===== config.mk =====
export PLATFORM = sky130hd
export DESIGN_NAME = dma_req_front
export DESIGN_NICKNAME = d
export VERILOG_FILES = /design/src/rtl/dma_req_pkg.sv /design/src/rtl/dma_req_sync.sv /design/src/rtl/dma_req_ctrl.sv /design/src/rtl/dma_req_front.sv
export SDC_FILE = /design/constraint.sdc
export NUM_CORES = 1
export LEC_CHECK = 0
export BUFFER_PORTS_ARGS = -buffer_cell sky130_fd_sc_hd__buf_2
export CAP_MARGIN = 30
export CORE_AREA = 2 2 39 41
export CTS_BUF_LIST = sky130_fd_sc_hd__clkbuf_4 sky130_fd_sc_hd__clkbuf_8
export DETAILED_ROUTE_END_ITERATION = 6
export DIE_AREA = 0 0 41 43
export MAX_ROUTING_LAYER = met4
export PLACE_DENSITY = 0.51
export RECOVER_POWER = 100
export SKIP_LAST_GASP = 1
export SLEW_MARGIN = 5
export SYNTH_ARGS = -nofsm -noshare
export SYNTH_HDL_FRONTEND = slang
export SYNTH_SLANG_ARGS = --single-unit

===== constraint.sdc =====
create_clock -name clk -period 1.87 [get_ports clk]
set_input_delay 0.187 -clock clk [delete_from_list [all_inputs] [get_ports clk]]
set_output_delay 0.187 -clock clk [all_outputs]
set_load 0.02 [all_outputs]

===== src/rtl/dma_req_pkg.sv =====
package dma_req_pkg;

    typedef struct packed {
        logic en;      // channel enable bit
        logic xpend;   // transfer request pending
        logic tpend;   // terminate request pending
        logic busy;    // transfer issued, done not yet seen
        logic start;   // one-cycle start pulse
        logic term;    // one-cycle terminated pulse
    } chan_state_t;

    localparam chan_state_t CHAN_RESET = '0;

endpackage


===== src/rtl/dma_req_sync.sv =====
module dma_req_sync #(
    parameter int STAGES = 2
) (
    input  logic clk,
    input  logic rst_n,
    input  logic async_in,
    output logic rise_out
);
    localparam int LAST = STAGES - 1;

    logic [LAST:0] sync_d, sync_q;
    logic          prev_d, prev_q;

    always_comb begin
        sync_d = {sync_q[LAST-1:0], async_in};
        prev_d = sync_q[LAST];
    end

    always_ff @(posedge clk or negedge rst_n) begin
        if (!rst_n) begin
            sync_q <= '0;
            prev_q <= 1'b0;
        end else begin
            sync_q <= sync_d;
            prev_q <= prev_d;
        end
    end

    assign rise_out = sync_q[LAST] & ~prev_q;

endmodule


===== src/rtl/dma_req_ctrl.sv =====
module dma_req_ctrl
    import dma_req_pkg::*;
(
    input  logic        clk,
    input  logic        rst_n,
    input  logic        en_set,
    input  logic        en_clr,
    input  logic        hw_req,
    input  logic        sw_req,
    input  logic        sw_term,
    input  logic        done,
    output chan_state_t state
);
    chan_state_t s_d, s_q;
    logic        new_req;
    logic        can_decide;

    always_comb begin
        new_req    = hw_req | sw_req;
        can_decide = s_q.en & (~s_q.busy | done);

        s_d       = s_q;
        s_d.start = 1'b0;
        s_d.term  = 1'b0;
        s_d.xpend = s_q.xpend | new_req;
        s_d.tpend = s_q.tpend | sw_term;
        s_d.en    = (s_q.en | en_set) & ~en_clr;

        if (s_q.busy && done) begin
            s_d.busy = 1'b0;
        end

        if (can_decide) begin
            if (s_q.tpend) begin
                // terminate wins: wipe everything and drop enable
                s_d.xpend = 1'b0;
                s_d.tpend = 1'b0;
                s_d.en    = 1'b0;
                s_d.term  = 1'b1;
                s_d.busy  = 1'b0;
            end else if (s_q.xpend) begin
                s_d.start = 1'b1;
                s_d.busy  = 1'b1;
                s_d.xpend = new_req;
            end
        end
    end

    always_ff @(posedge clk or negedge rst_n) begin
        if (!rst_n) begin
            s_q <= CHAN_RESET;
        end else begin
            s_q <= s_d;
        end
    end

    assign state = s_q;

endmodule


===== src/rtl/dma_req_front.sv =====
module dma_req_front
    import dma_req_pkg::*;
#(
    parameter int SYNC_STAGES = 2
) (
    input  logic clk,
    input  logic rst_n,
    input  logic en_set,
    input  logic en_clr,
    input  logic drq_in,
    input  logic cpu_xfer_req,
    input  logic cpu_term_req,
    input  logic xfer_done,
    output logic xfer_start,
    output logic term_pulse,
    output logic chan_en,
    output logic xfer_pend,
    output logic term_pend,
    output logic busy
);
    logic        drq_rise;
    chan_state_t st;

    dma_req_sync #(.STAGES(SYNC_STAGES)) u_sync (
        .clk      (clk),
        .rst_n    (rst_n),
        .async_in (drq_in),
        .rise_out (drq_rise)
    );

    dma_req_ctrl u_ctrl (
        .clk     (clk),
        .rst_n   (rst_n),
        .en_set  (en_set),
        .en_clr  (en_clr),
        .hw_req  (drq_rise),
        .sw_req  (cpu_xfer_req),
        .sw_term (cpu_term_req),
        .done    (xfer_done),
        .state   (st)
    );

    assign xfer_start = st.start;
    assign term_pulse = st.term;
    assign chan_en    = st.en;
    assign xfer_pend  = st.xpend;
    assign term_pend  = st.tpend;
    assign busy       = st.busy;

endmodule


==> results of run 1 <==
[cell usage after synthesis]
cell type  n  area (µm²)
a21boi_2   1       11.26
and4b_1    1       10.01
dfrtp_1    9       225.2
inv_2      1       3.750
nand2_1    1       3.750
nand2b_4   1       13.76
nand3_2    1       10.01
nand3b_1   1       7.510
nor2_1     3       11.26
nor2b_1    1       6.260
nor3_2     1       10.01
o31a_1     1       8.760
[final timing paths]
path / start / slack [ps] / end
setup / recovery: u_ctrl.state[5]$_DFF_PN0_ / 760 / chan_en
hold reg to reg: u_sync.sync_q[0]$_DFF_PN0_ / 350 / u_sync.sync_q[1]$_DFF_PN0_
setup reg to reg: u_ctrl.state[2]$_DFF_PN0_ / 890 / u_ctrl.state[4]$_DFF_PN0_
max in group asynchronous: rst_n / 1170 / u_ctrl.state[0]$_DFF_PN0_
hold / removal: drq_in / 40 / u_sync.sync_q[0]$_DFF_PN0_
min in group asynchronous: rst_n / 390 / u_ctrl.state[2]$_DFF_PN0_
[cell families (layout without fill, tap and decap cells)]
logic type      Yosys count  after routing  synth area share, %
simple gates             10             10                22.57
flops                     9              9                70.04
compound gates            2              2                6.226
buf+inv                   1             19                1.166
[registers in the layout, summed over array words and instances, names as in the netlist]
name           count
u_sync.sync_q      2
u_ctrl.state       6
u_sync.prev_q      1
[stage by stage]
stage	setup slack, ps	area (µm²)	hold slack, ps
floorplan	851.0	321.6	-108.6
global placement	959.1	406.6	41.48
detailed placement	919.2	406.6	48.46
CTS	756.0	446.7	21.59
global route	676.6	424.2	28.06
finish	762.9	424.2	35.95
[report_power, final]
group	leakage [µW]	internal [µW]	switching (µW)
clock network	0.0000184	96.5	64.2
logic	0.0000807	29.9	49.7
registers	0.000110	217	18.7
[routing by layer]
layer,global-route usage [%],vias to the layer above,wire length [µm]
met2,11.88,13,285
met1,12.00,106,248
met3,3.141,0,70
met4,8.000,0,0
met5,-,-,0
li1,-,109,-
[cell type report]
| cell class | instances | share of cell area (%) |
|---|---|---|
| Clock buffer | 4 | 7.080 |
| Inverter | 1 | 0.8850 |
| Multi-Input combinational cell | 12 | 18.58 |
| Sequential cell | 9 | 53.10 |
| Tap cell | 16 | 4.720 |
| Timing Repair Buffer | 14 | 15.63 |
==> metrics, run 1 <==
Synthesis Warnings=0; Placement Rows=14; Core ar.=about 1400 µm²; cts bufs inserted=3; Max stage delay on crit path=~420 ps; most common cell after layout, fill and taps aside=dfrtp_1; RSZ-0062 raised after global routing=false; synthesized flop and latch total=9; Synth Instances=22; via/cell ratio=4.071; Setup Skew=between 3 and 4 ps; Final Cycle Share=59.20%; PwrDens=1123 nW/µm²; area of the multi-input gates=~79 µm²; FF-to-FF path depth=3; sequential-to-total area share from yosys stat=70.04%; placed insts=around 50; Clock Tree Root=clkbuf_4; # resized after CTS=0; TritonCTS Sinks=9; crit path max fanout=6; worst-skew pair later-pin latency=roughly 260 ps; Critical Path, Cell by Cell=clkbuf_1; Final Hold Fails=0; Leak=0.0002087 µW; ant diodes=0; number of fillers in the final layout=about 160; wire length per cell=10.79 µm; Setup TNS Final=0 ps; Crit Path Class=reg -> out; final WL=between 600 and 700 µm; most frequent cells in the layout=9 x dfrtp_1, 7 x clkbuf_1, 6 x buf_2, 4 x clkbuf_4, 3 x nor2_1; first-pass GRT wire length=1035 µm; DR vias=228; Arrival @ worst endpoint=approximately 920 ps; Synth Area per Inst=around 15 µm²; CTS H-tree lvls=1; DRC viols=0; maximum root-to-sink buffer count=2; Worst IR Drop VDD=0.3137 mV; Antenna Nets Post-Route=0; cell area after synthesis=321.6 µm²; Peak Freq=around 900 MHz; Synth cell types=12; Final Setup Violations=0; status=completed; Final nets=between 40 and 50; GP Congestion=roughly 0.67; worst path required time=1680 ps; total power=approximately 480 µW; number of setup buffers added after CTS=0; Initial Util=a little under a quarter; worst min-delay path category=in -> reg; Max Cap Viol=0; Least-Margin Pin Slew=460.9 ps; DRT Pass-1 Iters=2; GRT Util Overall=under 10%; final count of pins violating max slew=0; Cell Count, Final, Fillers Out=56; full die area=between 1500 and 2000 µm²; I/O pin count=14; Worst Hold Depth=1; critical path endpoint category=output port; crit start category=flop; drt initial violations=1; Slew headroom=slightly below 70%; Buffers & Inverters on Critical Path=1; Reg area=approximately 230 µm²; I/O Buffers=13; post-layout util=roughly 31%; initial antenna violation count=0; share of cells above drive strength 1=between 20% and 30%; Die Y=roughly 43 µm; largest net degree at the start of global routing=10; Net Count, Synth=30; area delta synth->final=31.91%; delay-heaviest family, CP=flip-flops; hold_buf cts=1; CTS tree=yes; Crit. path cell count=1; vias in the first global route=250; Crit-path slowest cell=dfrtp_1; die span in x=41 µm; grt ovf=0; CTS clock-pin slew for the worst setup and hold paths=about 60 ps; Final Critical Period=between 1000 and 1500 ps
(Power assumes the default switching activity.)
==> run 2: changes to the inputs <==
--- a/config.mk
+++ b/config.mk
@@ -12,7 +12,7 @@
 export DETAILED_ROUTE_END_ITERATION = 6
 export DIE_AREA = 0 0 41 43
 export MAX_ROUTING_LAYER = met4
-export PLACE_DENSITY = 0.51
+export PLACE_DENSITY = 0.53
 export RECOVER_POWER = 100
 export SKIP_LAST_GASP = 1
 export SLEW_MARGIN = 5
==> constraint.sdc (replaced) <==
create_clock -name clk -period 0.9 [get_ports clk]
set_input_delay 0.09 -clock clk [delete_from_list [all_inputs] [get_ports clk]]
set_output_delay 0.09 -clock clk [all_outputs]
set_load 0.02 [all_outputs]
==> run 2 against run 1 <==
  * The run now ends with negative setup slack left
  * Die area stayed put
  * Count of clock-buffer cells in the layout stayed put
  * Cell area is 29% higher
  * Sequential share of layout area is 11 points lower
  * Cell count is 14% higher
  * Via count is 12% higher
  * First-iteration DRC count is 100% higher
  * Non-clock buffer count is 8 higher
  * Total power is 140% higher
  * Highest routed layer unchanged
==> metrics, run 2 (synthesis gave the netlist of run 1 again) <==
status=finished, violations left; failing checks=negative setup slack; DR vias=~260; most frequent cells in the layout=8 x buf_2, 7 x dfrtp_1, 6 x buf_6, 4 x clkbuf_4, 4 x buf_4; total power=between 1000 and 1500 µW; via/cell ratio=approximately 4.0; RSZ-0062 raised after global routing=true; CP dominant cell by count=buf_6; worst-skew pair later-pin latency=250 ps; worst min-delay path category=in -> reg; CTS tree=yes; largest net degree at the start of global routing=10; FF-to-FF path depth=3; Crit-path slowest cell=dfrtp_1; switching share of total power=a little over a quarter; Clock Tree Root=clkbuf_4; Core ar.=1384 µm²; PwrDens=around 2100 nW/µm²; Critical Path, Cell by Cell=buf_6 > buf_6; die span in x=just over 40 µm; Largest register FFs=6; maximum root-to-sink buffer count=2; net switching power=slightly above 300 µW; Int Pwr=~840 µW; Leak=0.0002746 µW; hold slack final=roughly 50 ps; I/O pin count=14; GRT Util Overall=slightly above 10%; full die area=~1800 µm²; ant diodes=0; cts bufs inserted=3; crit start category=flop; Final Setup Violations=5; DRT Pass-1 Iters=3; share of cells above drive strength 1=between 60% and 70%; GP Congestion=~0.65; first-pass GRT wire length=roughly 1100 µm; part of the power in the clock network=roughly 29%; Seq pwr share=between 40% and 50%; initial antenna violation count=0; drt initial violations=2; Peak Freq=between 1000 and 1500 MHz; Comb pwr share=between 20% and 30%; Worst Hold Depth=3; Max Cap Viol=0; DRC viols=0; grt ovf=0; wire length per cell=9.703 µm; Antenna Nets Post-Route=0; CTS clock-pin slew for the worst setup and hold paths=~60 ps; final count of pins violating max slew=0; Slew headroom=about two thirds; vias in the first global route=290; crit path max fanout=2; Arrival @ worst endpoint=between 800 and 900 ps; Setup Skew=around 0.66 ps; Least-Margin Pin Slew=about 480 ps; Cell Count, Final, Fillers Out=between 60 and 70; Max stage delay on crit path=around 400 ps; Crit Path Class=reg -> out; final WL=between 600 and 700 µm; Initial Util=23.24%; most common cell after layout, fill and taps aside=buf_2; I/O Buffers=13; TritonCTS Sinks=9; critical path endpoint category=output port; area delta synth->final=69.65%; CTS H-tree lvls=1; Placement Rows=14; Final Hold Fails=0; Setup WS post-layout=-83.65 ps; Final nets=57; placed insts=between 50 and 60; Die Y=about 43 µm; Worst IR Drop VDD=approximately 0.78 mV; Final Critical Period=about 980 ps; worst path required time=roughly 810 ps; Final Cycle Share=109.3%; Setup TNS Final=-229.5 ps
[run 2: final timing paths]
kind / startpoint / to / slack, ps
max: u_ctrl.state[5]$_DFF_PN0_ / chan_en / -80
min: cpu_term_req / u_ctrl.state[3]$_DFF_PN0_ / 50
max reg2reg: u_ctrl.state[2]$_DFF_PN0_ / u_ctrl.state[4]$_DFF_PN0_ / -40
min in group asynchronous: rst_n / u_sync.sync_q[1]$_DFF_PN0_ / 300
max in group asynchronous: rst_n / u_ctrl.state[2]$_DFF_PN0_ / 250
min reg2reg: u_sync.sync_q[0]$_DFF_PN0_ / u_sync.sync_q[1]$_DFF_PN0_ / 360
[run 2: critical path: cells and delay by family, from the launching register on]
family / cells / cell delay, ps
flops: 1 / 400
buf+inv: 2 / 250
[run 2: timing repair]
action                                  4_1_cts  5_1_grt
buffers inserted                              3        1
hold endpoints to repair                     11        0
hold buffers                                  3        0
endpoints found under the setup margin        5        8
pin swaps                                     0        1
gates resized for setup                       7        3
[run 2: final cells by class]
class | count | area (µm²)
inverters | 1 | 3.754
well taps | 16 | 20.02
repair buffers | 22 | 171.4
multi-input cells | 12 | 92.59
fillers | 139 | 838.3
flip-flops and latches | 9 | 227.7
clock buffers | 4 | 30.03
[run 2: layer usage]
| metal | GRT usage [%] | routed length, µm |
|---|---|---|
| met1 | 10.63 | 271 |
| met2 | 14.37 | 281 |
| met3 | 8.377 | 67 |
| met4 | 4.000 | 0 |
| met5 | - | 0 |
[run 2: power by group through the flow]
stage               clock network, µW  logic [µW]  registers [µW]
detailed placement                  0         212             497
CTS                               345         304             482
finish                            333         321             484
global placement                    0         212             496
global route                      364         348             490
floorplan                           0        63.9             549
[run 2: metrics by stage]
step                util, %  instance area [µm²]  worst slack, ps
finish                39.42                545.5           -83.65
CTS                   38.25                529.3           -94.79
detailed placement    30.65                424.2           -38.84
global route          39.42                545.5           -113.1
global placement      30.65                424.2           -25.92
floorplan                 -                324.1           -91.20
